--- config.mk ---
export PLATFORM = sky130hd
export DESIGN_NAME = i2c_reg_frontend
export DESIGN_NICKNAME = d
export VERILOG_FILES = /design/src/rtl/i2c_rf_pkg.sv /design/src/rtl/i2c_rf_fifo.sv /design/src/rtl/i2c_rf_txn_fsm.sv /design/src/rtl/i2c_reg_frontend.sv
export SDC_FILE = /design/constraint.sdc
export NUM_CORES = 1
export LEC_CHECK = 0
export CAP_MARGIN = 20
export CELL_PAD_IN_SITES_DETAIL_PLACEMENT = 0
export CELL_PAD_IN_SITES_GLOBAL_PLACEMENT = 2
export CORE_MARGIN = 2
export CORE_UTILIZATION = 46
export DETAILED_ROUTE_END_ITERATION = 8
export PLACE_DENSITY_LB_ADDON = 0.1
export SKIP_CTS_REPAIR_TIMING = 1
export SLEW_MARGIN = 10
export SYNTH_ARGS = -nofsm -noshare
export SYNTH_HDL_FRONTEND = slang
export SYNTH_SLANG_ARGS = --single-unit
--- constraint.sdc ---
create_clock -name clk -period 8.7 [get_ports clk]
set_input_delay 2.61 -clock clk [delete_from_list [all_inputs] [get_ports clk]]
set_output_delay 2.61 -clock clk [all_outputs]
set_load 0.01 [all_outputs]
--- src/rtl/i2c_rf_pkg.sv ---
package i2c_rf_pkg;

    localparam int REG_AW = 8;

    localparam logic [REG_AW-1:0] OFF_CMD     = 8'h04;
    localparam logic [REG_AW-1:0] OFF_ADDR_HI = 8'h0C;
    localparam logic [REG_AW-1:0] OFF_ADDR_LO = 8'h10;
    localparam logic [REG_AW-1:0] OFF_DIV_FS  = 8'h14;
    localparam logic [REG_AW-1:0] OFF_DIV_HS  = 8'h18;
    localparam logic [REG_AW-1:0] OFF_TX_CFG  = 8'h1C;
    localparam logic [REG_AW-1:0] OFF_RX_CFG  = 8'h20;
    localparam logic [REG_AW-1:0] OFF_DATA    = 8'h24;
    localparam logic [REG_AW-1:0] OFF_STATUS  = 8'h28;

    localparam int CB_MASTER = 0;
    localparam int CB_TEN    = 1;
    localparam int CB_IE     = 3;
    localparam int CB_READ   = 4;
    localparam int CB_COMB   = 5;
    localparam int CB_START  = 6;
    localparam int CB_ACTION = 7;

    typedef enum logic [1:0] {
        ST_IDLE   = 2'd0,
        ST_LAUNCH = 2'd1,
        ST_BUSY   = 2'd2
    } txn_state_t;

endpackage

--- src/rtl/i2c_rf_fifo.sv ---
module i2c_rf_fifo #(
    parameter int DEPTH = 16,
    parameter int WIDTH = 8
) (
    input  logic             clk,
    input  logic             rst_n,
    input  logic             flush,
    input  logic             push,
    input  logic [WIDTH-1:0] din,
    input  logic             pop,
    output logic [WIDTH-1:0] dout,
    output logic             empty,
    output logic             full
);
    localparam int PW = $clog2(DEPTH);

    logic [WIDTH-1:0] mem [DEPTH];
    logic [PW:0]      wr_ptr;
    logic [PW:0]      rd_ptr;
    logic [PW:0]      level;
    logic             do_push;
    logic             do_pop;

    assign level   = wr_ptr - rd_ptr;
    assign empty   = (level == '0);
    assign full    = (level == (PW+1)'(DEPTH));
    assign do_push = push && !full && !flush;
    assign do_pop  = pop && !empty && !flush;
    assign dout    = mem[rd_ptr[PW-1:0]];

    always_ff @(posedge clk or negedge rst_n) begin
        if (!rst_n) begin
            wr_ptr <= '0;
            rd_ptr <= '0;
        end else if (flush) begin
            wr_ptr <= '0;
            rd_ptr <= '0;
        end else begin
            if (do_push) wr_ptr <= wr_ptr + 1'b1;
            if (do_pop)  rd_ptr <= rd_ptr + 1'b1;
        end
    end

    always_ff @(posedge clk) begin
        if (do_push) mem[wr_ptr[PW-1:0]] <= din;
    end

    assert_level_bound_R3: assert property (@(posedge clk) disable iff (!rst_n)
        level <= (PW+1)'(DEPTH));

    assert_flush_empties_R5: assert property (@(posedge clk) disable iff (!rst_n)
        flush |=> empty);

    assert_full_drops_push_R3: assert property (@(posedge clk) disable iff (!rst_n)
        (full && push && !pop && !flush) |=> full);

    assert_empty_pop_ignored_R4: assert property (@(posedge clk) disable iff (!rst_n)
        (empty && pop && !push && !flush) |=> empty);

endmodule

--- src/rtl/i2c_rf_txn_fsm.sv ---
module i2c_rf_txn_fsm
    import i2c_rf_pkg::*;
(
    input  logic clk,
    input  logic rst_n,
    input  logic launch_req,
    input  logic evt_any,
    output logic eng_start,
    output logic active,
    output logic accept_evt
);
    txn_state_t state_q;
    txn_state_t state_d;

    always_comb begin
        state_d = state_q;
        unique case (state_q)
            ST_IDLE:   if (launch_req) state_d = ST_LAUNCH;
            ST_LAUNCH: state_d = evt_any ? ST_IDLE : ST_BUSY;
            ST_BUSY:   if (evt_any) state_d = ST_IDLE;
            default:   state_d = ST_IDLE;
        endcase
    end

    always_ff @(posedge clk or negedge rst_n) begin
        if (!rst_n) state_q <= ST_IDLE;
        else        state_q <= state_d;
    end

    always_comb begin
        eng_start  = 1'b0;
        active     = 1'b0;
        accept_evt = 1'b0;
        unique case (state_q)
            ST_IDLE: ;
            ST_LAUNCH: begin
                eng_start  = 1'b1;
                active     = 1'b1;
                accept_evt = evt_any;
            end
            ST_BUSY: begin
                active     = 1'b1;
                accept_evt = evt_any;
            end
            default: ;
        endcase
    end

    assert_start_one_cycle_R7: assert property (@(posedge clk) disable iff (!rst_n)
        eng_start |=> !eng_start);

    assert_event_ends_txn_R8: assert property (@(posedge clk) disable iff (!rst_n)
        accept_evt |=> (state_q == ST_IDLE));

    assert_launch_pulses_R7: assert property (@(posedge clk) disable iff (!rst_n)
        (launch_req && !active) |=> eng_start);

endmodule

--- src/rtl/i2c_reg_frontend.sv ---
module i2c_reg_frontend
    import i2c_rf_pkg::*;
#(
    parameter int FIFO_DEPTH = 16,
    parameter int DIV_W      = 16
) (
    input  logic                          clk,
    input  logic                          rst_n,
    input  logic [7:0]                    bus_addr,
    input  logic                          bus_wr,
    input  logic [31:0]                   bus_wdata,
    input  logic                          bus_rd,
    output logic [31:0]                   bus_rdata,
    output logic                          irq,
    output logic                          eng_start,
    output logic                          eng_read,
    output logic                          eng_combined,
    output logic                          eng_ten_bit,
    output logic [9:0]                    eng_addr,
    output logic [DIV_W-1:0]              eng_div_fast,
    output logic [DIV_W-1:0]              eng_div_hs,
    output logic [$clog2(FIFO_DEPTH)-1:0] eng_rd_count,
    output logic [7:0]                    eng_tx_data,
    output logic                          eng_tx_empty,
    input  logic                          eng_tx_pop,
    input  logic [7:0]                    eng_rx_data,
    input  logic                          eng_rx_push,
    output logic                          eng_rx_full,
    input  logic                          eng_done,
    input  logic                          eng_nak_addr,
    input  logic                          eng_nak_data
);
    localparam int CNT_W = $clog2(FIFO_DEPTH);

    logic cmd_master, cmd_ten, cmd_ie, cmd_read, cmd_comb, cmd_start;
    logic [2:0]       addr_hi;
    logic [6:0]       addr_lo;
    logic [DIV_W-1:0] div_fs, div_hs;
    logic [CNT_W-1:0] tx_cfg, rx_cfg;
    logic [2:0]       status;

    logic wr_cmd, wr_ahi, wr_alo, wr_dfs, wr_dhs, wr_txc, wr_rxc, wr_data, wr_stat;
    logic rd_data;
    logic launch_req, evt_any, active, accept_evt;
    logic tx_flush, rx_flush, rx_empty, tx_full_unused;
    logic [7:0] rx_dout;
    logic [2:0] evt_vec;
    logic unused_wdata;

    assign unused_wdata = ^bus_wdata;

    assign wr_cmd  = bus_wr && (bus_addr == OFF_CMD);
    assign wr_ahi  = bus_wr && (bus_addr == OFF_ADDR_HI);
    assign wr_alo  = bus_wr && (bus_addr == OFF_ADDR_LO);
    assign wr_dfs  = bus_wr && (bus_addr == OFF_DIV_FS);
    assign wr_dhs  = bus_wr && (bus_addr == OFF_DIV_HS);
    assign wr_txc  = bus_wr && (bus_addr == OFF_TX_CFG);
    assign wr_rxc  = bus_wr && (bus_addr == OFF_RX_CFG);
    assign wr_data = bus_wr && (bus_addr == OFF_DATA);
    assign wr_stat = bus_wr && (bus_addr == OFF_STATUS);
    assign rd_data = bus_rd && (bus_addr == OFF_DATA);

    assign tx_flush = wr_txc && bus_wdata[CB_ACTION];
    assign rx_flush = wr_rxc && bus_wdata[CB_ACTION];

    assign launch_req = wr_cmd && bus_wdata[CB_START] && bus_wdata[CB_MASTER] && !active;
    assign evt_vec    = {eng_nak_data, eng_nak_addr, eng_done};
    assign evt_any    = |evt_vec;

    i2c_rf_txn_fsm u_fsm (
        .clk        (clk),
        .rst_n      (rst_n),
        .launch_req (launch_req),
        .evt_any    (evt_any),
        .eng_start  (eng_start),
        .active     (active),
        .accept_evt (accept_evt)
    );

    i2c_rf_fifo #(.DEPTH(FIFO_DEPTH), .WIDTH(8)) u_tx_fifo (
        .clk   (clk),
        .rst_n (rst_n),
        .flush (tx_flush),
        .push  (wr_data),
        .din   (bus_wdata[7:0]),
        .pop   (eng_tx_pop),
        .dout  (eng_tx_data),
        .empty (eng_tx_empty),
        .full  (tx_full_unused)
    );

    i2c_rf_fifo #(.DEPTH(FIFO_DEPTH), .WIDTH(8)) u_rx_fifo (
        .clk   (clk),
        .rst_n (rst_n),
        .flush (rx_flush),
        .push  (eng_rx_push),
        .din   (eng_rx_data),
        .pop   (rd_data),
        .dout  (rx_dout),
        .empty (rx_empty),
        .full  (eng_rx_full)
    );

    always_ff @(posedge clk or negedge rst_n) begin
        if (!rst_n) begin
            cmd_master <= 1'b0;
            cmd_ten    <= 1'b0;
            cmd_ie     <= 1'b0;
            cmd_read   <= 1'b0;
            cmd_comb   <= 1'b0;
        end else if (wr_cmd) begin
            cmd_master <= bus_wdata[CB_MASTER];
            cmd_ten    <= bus_wdata[CB_TEN];
            cmd_ie     <= bus_wdata[CB_IE];
            cmd_read   <= bus_wdata[CB_READ];
            cmd_comb   <= bus_wdata[CB_COMB];
        end
    end

    always_ff @(posedge clk or negedge rst_n) begin
        if (!rst_n)          cmd_start <= 1'b0;
        else if (accept_evt) cmd_start <= 1'b0;
        else if (launch_req) cmd_start <= 1'b1;
    end

    always_ff @(posedge clk or negedge rst_n) begin
        if (!rst_n) begin
            addr_hi <= '0;
            addr_lo <= '0;
            div_fs  <= '0;
            div_hs  <= '0;
            tx_cfg  <= '0;
            rx_cfg  <= '0;
        end else begin
            if (wr_ahi) addr_hi <= bus_wdata[2:0];
            if (wr_alo) addr_lo <= bus_wdata[6:0];
            if (wr_dfs) div_fs  <= bus_wdata[DIV_W-1:0];
            if (wr_dhs) div_hs  <= bus_wdata[DIV_W-1:0];
            if (wr_txc) tx_cfg  <= bus_wdata[CNT_W-1:0];
            if (wr_rxc) rx_cfg  <= bus_wdata[CNT_W-1:0];
        end
    end

    generate
        for (genvar i = 0; i < 3; i++) begin : g_status
            always_ff @(posedge clk or negedge rst_n) begin
                if (!rst_n)                              status[i] <= 1'b0;
                else if (accept_evt && evt_vec[i])       status[i] <= 1'b1;
                else if (wr_stat && bus_wdata[CB_ACTION]) status[i] <= 1'b0;
            end
        end
    endgenerate

    always_comb begin
        bus_rdata = '0;
        unique case (bus_addr)
            OFF_CMD: begin
                bus_rdata[CB_MASTER] = cmd_master;
                bus_rdata[CB_TEN]    = cmd_ten;
                bus_rdata[CB_IE]     = cmd_ie;
                bus_rdata[CB_READ]   = cmd_read;
                bus_rdata[CB_COMB]   = cmd_comb;
                bus_rdata[CB_START]  = cmd_start;
            end
            OFF_ADDR_HI: bus_rdata[2:0]       = addr_hi;
            OFF_ADDR_LO: bus_rdata[6:0]       = addr_lo;
            OFF_DIV_FS:  bus_rdata[DIV_W-1:0] = div_fs;
            OFF_DIV_HS:  bus_rdata[DIV_W-1:0] = div_hs;
            OFF_TX_CFG:  bus_rdata[CNT_W-1:0] = tx_cfg;
            OFF_RX_CFG:  bus_rdata[CNT_W-1:0] = rx_cfg;
            OFF_DATA:    bus_rdata[7:0]       = rx_empty ? 8'h00 : rx_dout;
            OFF_STATUS:  bus_rdata[2:0]       = status;
            default:     bus_rdata            = '0;
        endcase
    end

    assign irq          = cmd_ie && (|status);
    assign eng_read     = cmd_read;
    assign eng_combined = cmd_comb;
    assign eng_ten_bit  = cmd_ten;
    assign eng_addr     = {addr_hi, addr_lo};
    assign eng_div_fast = div_fs;
    assign eng_div_hs   = div_hs;
    assign eng_rd_count = rx_cfg;

    assert_ack_clears_R9: assert property (@(posedge clk) disable iff (!rst_n)
        (wr_stat && bus_wdata[CB_ACTION] && !accept_evt) |=> (status == 3'b000));

    assert_event_clears_start_R8: assert property (@(posedge clk) disable iff (!rst_n)
        accept_evt |=> !cmd_start);

    assert_idle_event_ignored_R8: assert property (@(posedge clk) disable iff (!rst_n)
        (!active && !(wr_stat && bus_wdata[CB_ACTION])) |=> $stable(status));

endmodule

==> results of run 1 <==
## metal layers
layer,share of wire (%),vias up
met2,52,210
met4,2.5,0
li1,-,3622
met1,41,4227
met5,0,-
met3,3.8,55
## worst max-delay path by stage
stage	slack, ns	cells after the start	to	from
detailed placement	0.63	6	bus_rdata[6]	bus_addr[3]
floorplan	2.12	6	bus_rdata[0]	bus_addr[2]
CTS	0.63	6	bus_rdata[6]	bus_addr[3]
finish	0.67	6	bus_rdata[4]	bus_addr[4]
global placement	0.64	6	bus_rdata[6]	bus_addr[3]
global route	0.54	6	bus_rdata[6]	bus_addr[3]
## cell families after synthesis
group                      count (synthesis)  synth area share (%)
DFF                                      337                 66.53
buffers and inverters                     72                 2.519
other                                      1               0.02568
and+or+nand+nor                          174                 7.704
xor gates and xnor gates                   8                0.6769
adders and majority gates                 21                 1.799
muxes                                    134                 16.18
AOI/OAI and AO/OA                         92                 4.567
## worst reg2reg max path, stage by stage (launching register included)
cell and delay (ns):
dfrtp_1 0.33, buf_4 0.38, clkinv_1 0.44, ha_1 0.47, and3b_1 0.22, o211a_1 0.23
o2111a_1 0.35, nor3_2 0.57, and4b_1 0.67
## power breakdown
group	internal, W	switching, W	total (W)	leakage (nW)
clock network	0.000955	0.000628	0.00158	0.611
registers	0.00183	0.0000743	0.00190	3.40
logic	0.000429	0.000412	0.000841	2.36
total	0.00321	0.00111	0.00433	6.37
## synthesized netlist by cell type, types with 5 or more instances
cell | number | share of area (%)
mux2i_1 | 5 | 0.34
edfxtp_1 | 256 | 53
buf_2 | 13 | 0.45
a22oi_1 | 5 | 0.26
mux2_4 | 10 | 1.0
inv_1 | 15 | 0.39
and4b_1 | 12 | 0.82
a22o_1 | 14 | 0.84
ha_1 | 21 | 1.8
and3_1 | 17 | 0.73
nand3_1 | 22 | 0.75
nand2_1 | 43 | 1.1
o31ai_1 | 6 | 0.31
dfrtp_1 | 81 | 14
o21ai_0 | 15 | 0.51
buf_4 | 19 | 0.98
mux4_2 | 73 | 11
clkbuf_1 | 15 | 0.39
nor2_1 | 10 | 0.26
a21oi_1 | 19 | 0.65
mux2_2 | 46 | 3.5
nand4_1 | 9 | 0.39
or3_1 | 12 | 0.51
nor3_1 | 5 | 0.17
## cell type report
| cell class | instances | area [um2] | share of cell area [%] |
|---|---|---|---|
| flip-flops and latches | 337 | 9717 | 55.75 |
| multi-input cells | 445 | 4581 | 26.28 |
| repair buffers | 133 | 1301 | 7.466 |
| clock buffers | 42 | 1007 | 5.779 |
| well taps | 402 | 503.0 | 2.886 |
| clock inverters | 26 | 247.7 | 1.421 |
| inverters | 19 | 71.32 | 0.4092 |
## registers in the layout, summed over array words and instances, names as in the netlist
register / cells
addr_hi: 3
addr_lo: 7
cmd_ie: 1
cmd_master: 1
cmd_start: 1
eng_combined: 1
eng_div_fast: 16
eng_div_hs: 16
eng_rd_count: 4
eng_read: 1
eng_ten_bit: 1
status: 3
tx_cfg: 4
u_fsm.state_q: 2
u_rx_fifo.mem: 128
u_rx_fifo.rd_ptr: 5
u_rx_fifo.wr_ptr: 5
u_tx_fifo.mem: 128
u_tx_fifo.rd_ptr: 5
u_tx_fifo.wr_ptr: 5
## per-stage QoR
stage | instances | instance area (um2) | worst slack, ns
3_5_place_dp | 1335 | 16150 | 0.6319
4_1_cts | 1403 | 17410 | 0.6314
6_report | 1404 | 17430 | 0.6659
5_1_grt | 1404 | 17430 | 0.5427
2_1_floorplan | 854 | 14660 | 2.117
3_3_place_gp | 1335 | 16150 | 0.6408
## layout by cell type (no fill, tap or decap), types with 4 or more instances in the layout
master           Yosys  final
edfxtp_1           256    256
clkdlybuf4s50_1      0    116
dfrtp_1             81     79
mux4_2              73     73
mux2_2              46     46
nand2_1             43     43
clkbuf_16            0     39
nand3_1             22     22
ha_1                21     21
a21oi_1             19     19
and3_1              17     17
conb_1               1     16
buf_4               19     16
inv_1               15     15
o21ai_0             15     15
a22o_1              14     14
or3_1               12     12
and4b_1             12     12
nor2_1              10     10
mux2_4              10     10
clkinv_1             3      9
nand4_1              9      9
clkinv_2             0      8
o31ai_1              6      6
a22oi_1              5      5
mux2i_1              5      5
nor3_1               5      4
nand2b_1             4      4
a21o_1               4      4
xnor2_1              4      4
o211a_1              4      4
o2111a_1             4      4
a211o_1              4      4
a31oi_1              4      4
or4_1                4      4
clkinvlp_4           0      4
bufinv_16            0      4
==> metrics, run 1 <==
status=finished clean; layout net count=1051; Max VDD drop=slightly above 0.2 mV; internal reg-to-reg setup slack=roughly 4.7 ns; post-route antenna net violation count=0; Inserted Clock Buffers=37; routability cong.=roughly 0.82; final setup violating endpoints=0; TritonCTS clock tree=built; Tot GR Track Use=a little over a fifth; power density over the cells=248.3 mW/mm2; final wirelength=roughly 34000 um; hold slack=about 0.51 ns; Synth Instances=839; Hold Crit Endpoint=tx_cfg[3]$_DFFE_PN0P_; Post-synth EDFFs=~260; initial antenna violation count=0; clk_skew=0.01894 ns; Max Root-Sink Buffers=3; GR Util met1=a little over a quarter; Slew headroom=a little under a third; Detailed Route Iter0 Violations=around 600; CTS root buf=clkbuf_16; synth unique cells=68; largest net degree at the start of global routing=82; Slew @ Worst Pin=1.044 ns; final hold violations=0; total grt overflow=0; family with the most delay on the worst path=simple AND/OR/NAND/NOR gates; Mean Syn Cell Area=17.40 um2; Starting Density=between 40% and 50%; vias in the first global route=roughly 8600; Max Clock Freq=~0.12 GHz; Pins Over Slew Limit=0; Max Cap Viol=0; Vias=8114; Core Region=0.03139 mm2; die height=182.2 um; # IOs=150; GR peak layer=met2; total power=0.004328 W; Layout area overhead=19.36%; num rows=between 60 and 70; #FFs+latches synth=around 340; Critical Path Max Stage Delay=between 0.7 and 0.8 ns; # port buffers=approximately 120; DP HPWL=22320 um; diode count=0; Core Util, Final=between 50 and 60%; share of cells above drive strength 1=between 20 and 25%; GR met3 Demand/Resource=3.033%; Worst Path Max Fanout=15; mapped cell area=around 0.015 mm2; unrepaired setup endpoints after global routing=false; DIE AREA=roughly 0.033 mm2; DRC viols=0; vias per cell=roughly 5.8; WHS Path Cells=1; Yosys Warn Count=0; first-pass GRT wire length=approximately 52000 um; leakage=approximately 6.4 nW; ys async rst share=24.04%; Crit-path slowest cell=and3_1; CP required=6.09 ns; Synth Flop Type=edfxtp_1; clock sinks=337; worst hold path class=flop to flop; Clk Latency, worst-skew pair=about 0.51 ns; CP Cell Sequence=clkdlybuf4s50_1, nor4b_4, and3_1, a22oi_1, nand3_1, clkdlybuf4s50_1; worst r2r src=u_rx_fifo.rd_ptr[1]$_DFFE_PN0P_; crit path launch type=input pin; # fillers=around 2500; Die W=~180 um; Global Route met2 Usage=between 30% and 40%; Worst R2R End=u_rx_fifo.mem[4][3]$_DFFE_PP_; WP data arrival=5.42 ns; Final Cycle Share=around 90%; setup_tns=0 ns; Top cell by count, worst path=clkdlybuf4s50_1; Crit Path Class=input pin to output pin; H-tree Lvls=2; clock slew at reported path FFs=roughly 0.060 ns; Period minus WS final=8.034 ns; wire length per cell=~24 um; share of the yosys chip area belonging to registers=between 60% and 70%; WP buf/inv=2; CP endpoint kind=output pin; worst hold start=tx_cfg[3]$_DFFE_PN0P_; R2R depth=8; 1st-pass router iterations=4
(Power assumes the default switching activity.)
==> run 2: changes to the inputs <==
GPL_TIMING_DRIVEN = 0   (was default)
==> metrics, run 2 (synthesized netlist as in run 1, its figures left out) <==
status=finished clean; final setup violating endpoints=0 (unchanged); Vias=8102 (-0.15%); final hold violations=0 (unchanged); Final Cycle Share=96.31% (+4.0 points); Inserted Clock Buffers=36 (-2.7%); fin area=0.01762 mm2 (+1.1%); first-pass GRT wire length=51270 um (-1.8%); Hold Crit Endpoint=cmd_master$_DFFE_PN0P_; Max Clock Freq=0.1194 GHz (-4.1%); die height=182.2 um (unchanged); total grt overflow=0 (unchanged); unrepaired setup endpoints after global routing=false; WHS Path Cells=1 (unchanged); diode count=0 (unchanged); 1st-pass router iterations=5 (+1); Slew @ Worst Pin=1.060 ns (+0.01619 ns); Max Cap Viol=0 (unchanged); Core Region=0.03139 mm2 (unchanged); R2R depth=10 (+2); clk_skew=0.01178 ns (-0.007152 ns); DRC viols=0 (unchanged); Starting Density=46.51% (unchanged); CTS root buf=clkbuf_16; TritonCTS clock tree=built; largest net degree at the start of global routing=53 (-35%); Critical Path Max Stage Delay=0.73 ns (+0.02 ns); CP required=6.09 ns (about the same); power density over the cells=245.9 mW/mm2 (-0.99%); Final WS setup=0.3214 ns (-0.3444 ns); worst hold path class=flop to flop; commonest non-fill, non-tap cell in the layout=edfxtp_1; CP endpoint kind=output pin; setup_tns=0 ns (unchanged); # port buffers=116 (-0.85%); vias in the first global route=8340 (-2.8%); Placement Setup Slack=0.3181 ns (-0.3138 ns); post-route antenna net violation count=0 (unchanged); routability cong.=0.7901 (-4.2%); Crit-path slowest cell=nor3_1; Crit Path Class=input pin to output pin; Detailed Route Iter0 Violations=531 (-12%); Top cell by count, worst path=clkdlybuf4s50_1; num rows=65 (unchanged); CP Cell Sequence=clkdlybuf4s50_1, nor3_1, and3_1, buf_2, clkbuf_1, a22oi_1, nand3_1, clkdlybuf4s50_1; Die W=182.2 um (unchanged); final wirelength=33760 um (-0.39%); Period minus WS final=8.379 ns (+0.3444 ns); Pins Over Slew Limit=0 (unchanged); Layout area overhead=20.65%; leakage=6.499 nW (+2.0%); # IOs=150 (unchanged); worst r2r src=u_rx_fifo.rd_ptr[2]$_DFFE_PN0P_; Max Root-Sink Buffers=3 (unchanged); share of cells above drive strength 1=23.44% (+0.58 points); internal reg-to-reg setup slack=4.12 ns (-0.56 ns); crit path launch type=input pin; Worst Path Max Fanout=10 (-5); most frequent cells in the layout=edfxtp_1 (256), clkdlybuf4s50_1 (115), dfrtp_1 (81); Post-Place Cell Area=0.01640 mm2 (+1.5%); vias per cell=5.615 (-2.8%); initial antenna violation count=0 (unchanged); Core Util, Final=56.12% (+0.60 points); clock sinks=337 (unchanged); layout net count=1091 (+3.8%); clock slew at reported path FFs=0.06 ns (about the same); Clk Latency, worst-skew pair=0.52 ns (about the same); DP HPWL=23290 um (+4.3%); wire length per cell=23.40 um (-3.1%); Tot GR Track Use=20.72% (-0.21 points); Worst R2R End=u_rx_fifo.mem[14][1]$_DFFE_PP_; Max VDD drop=0.1523 mV (-26%); Slew headroom=29.08% (-1.1 points); worst hold start=cmd_master$_DFFE_PN0P_; WP data arrival=5.77 ns (+0.35 ns); H-tree Lvls=2 (unchanged); DIE AREA=0.03318 mm2 (unchanged)
## run 2: cell count changes in the layout (fill, tap and decap cells not counted), moves of 3 or more
cell | previous run | this run
clkbuf_1 | 1 | 24
buf_2 | 0 | 15
buf_4 | 16 | 22
clkinv_2 | 8 | 3
buf_1 | 0 | 3
clkinvlp_4 | 4 | 1
nor4bb_1 | 3 | 0
nor4bb_2 | 0 | 3
## run 2: layer usage
layer / GRT usage (%) / up-vias / part of all wire (%)
li1: - / 3706 / -
met1: 26.58 / 4132 / 42
met2: 36.38 / 219 / 52
met3: 3.971 / 45 / 5.0
met4: 5.419 / 0 / 1.8
met5: 0 / - / 0
## run 2: layout make-up
type | count | area [um2]
buffer | 53 | 296.5
clock buffer | 51 | 1040
tap | 402 | 503.0
multi-input combinational | 445 | 4599
fill | 2498 | 13780
clock inverter | 15 | 181.4
sequential | 337 | 9714
inverter | 19 | 71.32
timing repair buffer | 121 | 1211
## run 2: report_power, final
| part | total (W) | internal (W) | switching (W) |
|---|---|---|---|
| Sequential | 0.00189 | 0.00183 | 0.0000626 |
| Clock | 0.00156 | 0.000953 | 0.000610 |
| Combinational | 0.000876 | 0.000442 | 0.000435 |
## run 2: worst max-delay path by stage
stage / startpoint / endpoint / depth (start not counted)
6_report: bus_addr[3] / bus_rdata[4] / 8
3_5_place_dp: bus_addr[3] / bus_rdata[4] / 8
3_3_place_gp: bus_addr[3] / bus_rdata[4] / 8
4_1_cts: bus_addr[3] / bus_rdata[4] / 8
5_1_grt: bus_addr[3] / bus_rdata[4] / 8
2_1_floorplan: bus_addr[2] / bus_rdata[0] / 6
## run 2: worst max-delay path, delay by kind of cell
family                 cells  cell delay (ns)
buffers and inverters      4             1.74
AND/OR/NAND/NOR            3             1.19
AO/OA/AOI/OAI              1             0.21
## run 2: metrics by stage
stage                     hold WS (ns)  instances  total power (W)
after floorplan                 0.4737        854         0.002476
after global placement          0.4993       1372         0.002801
after detailed placement        0.5005       1377         0.002815
after CTS                       0.5140       1443         0.004381
after global routing            0.5297       1443         0.004510
final                           0.5142       1443         0.004332
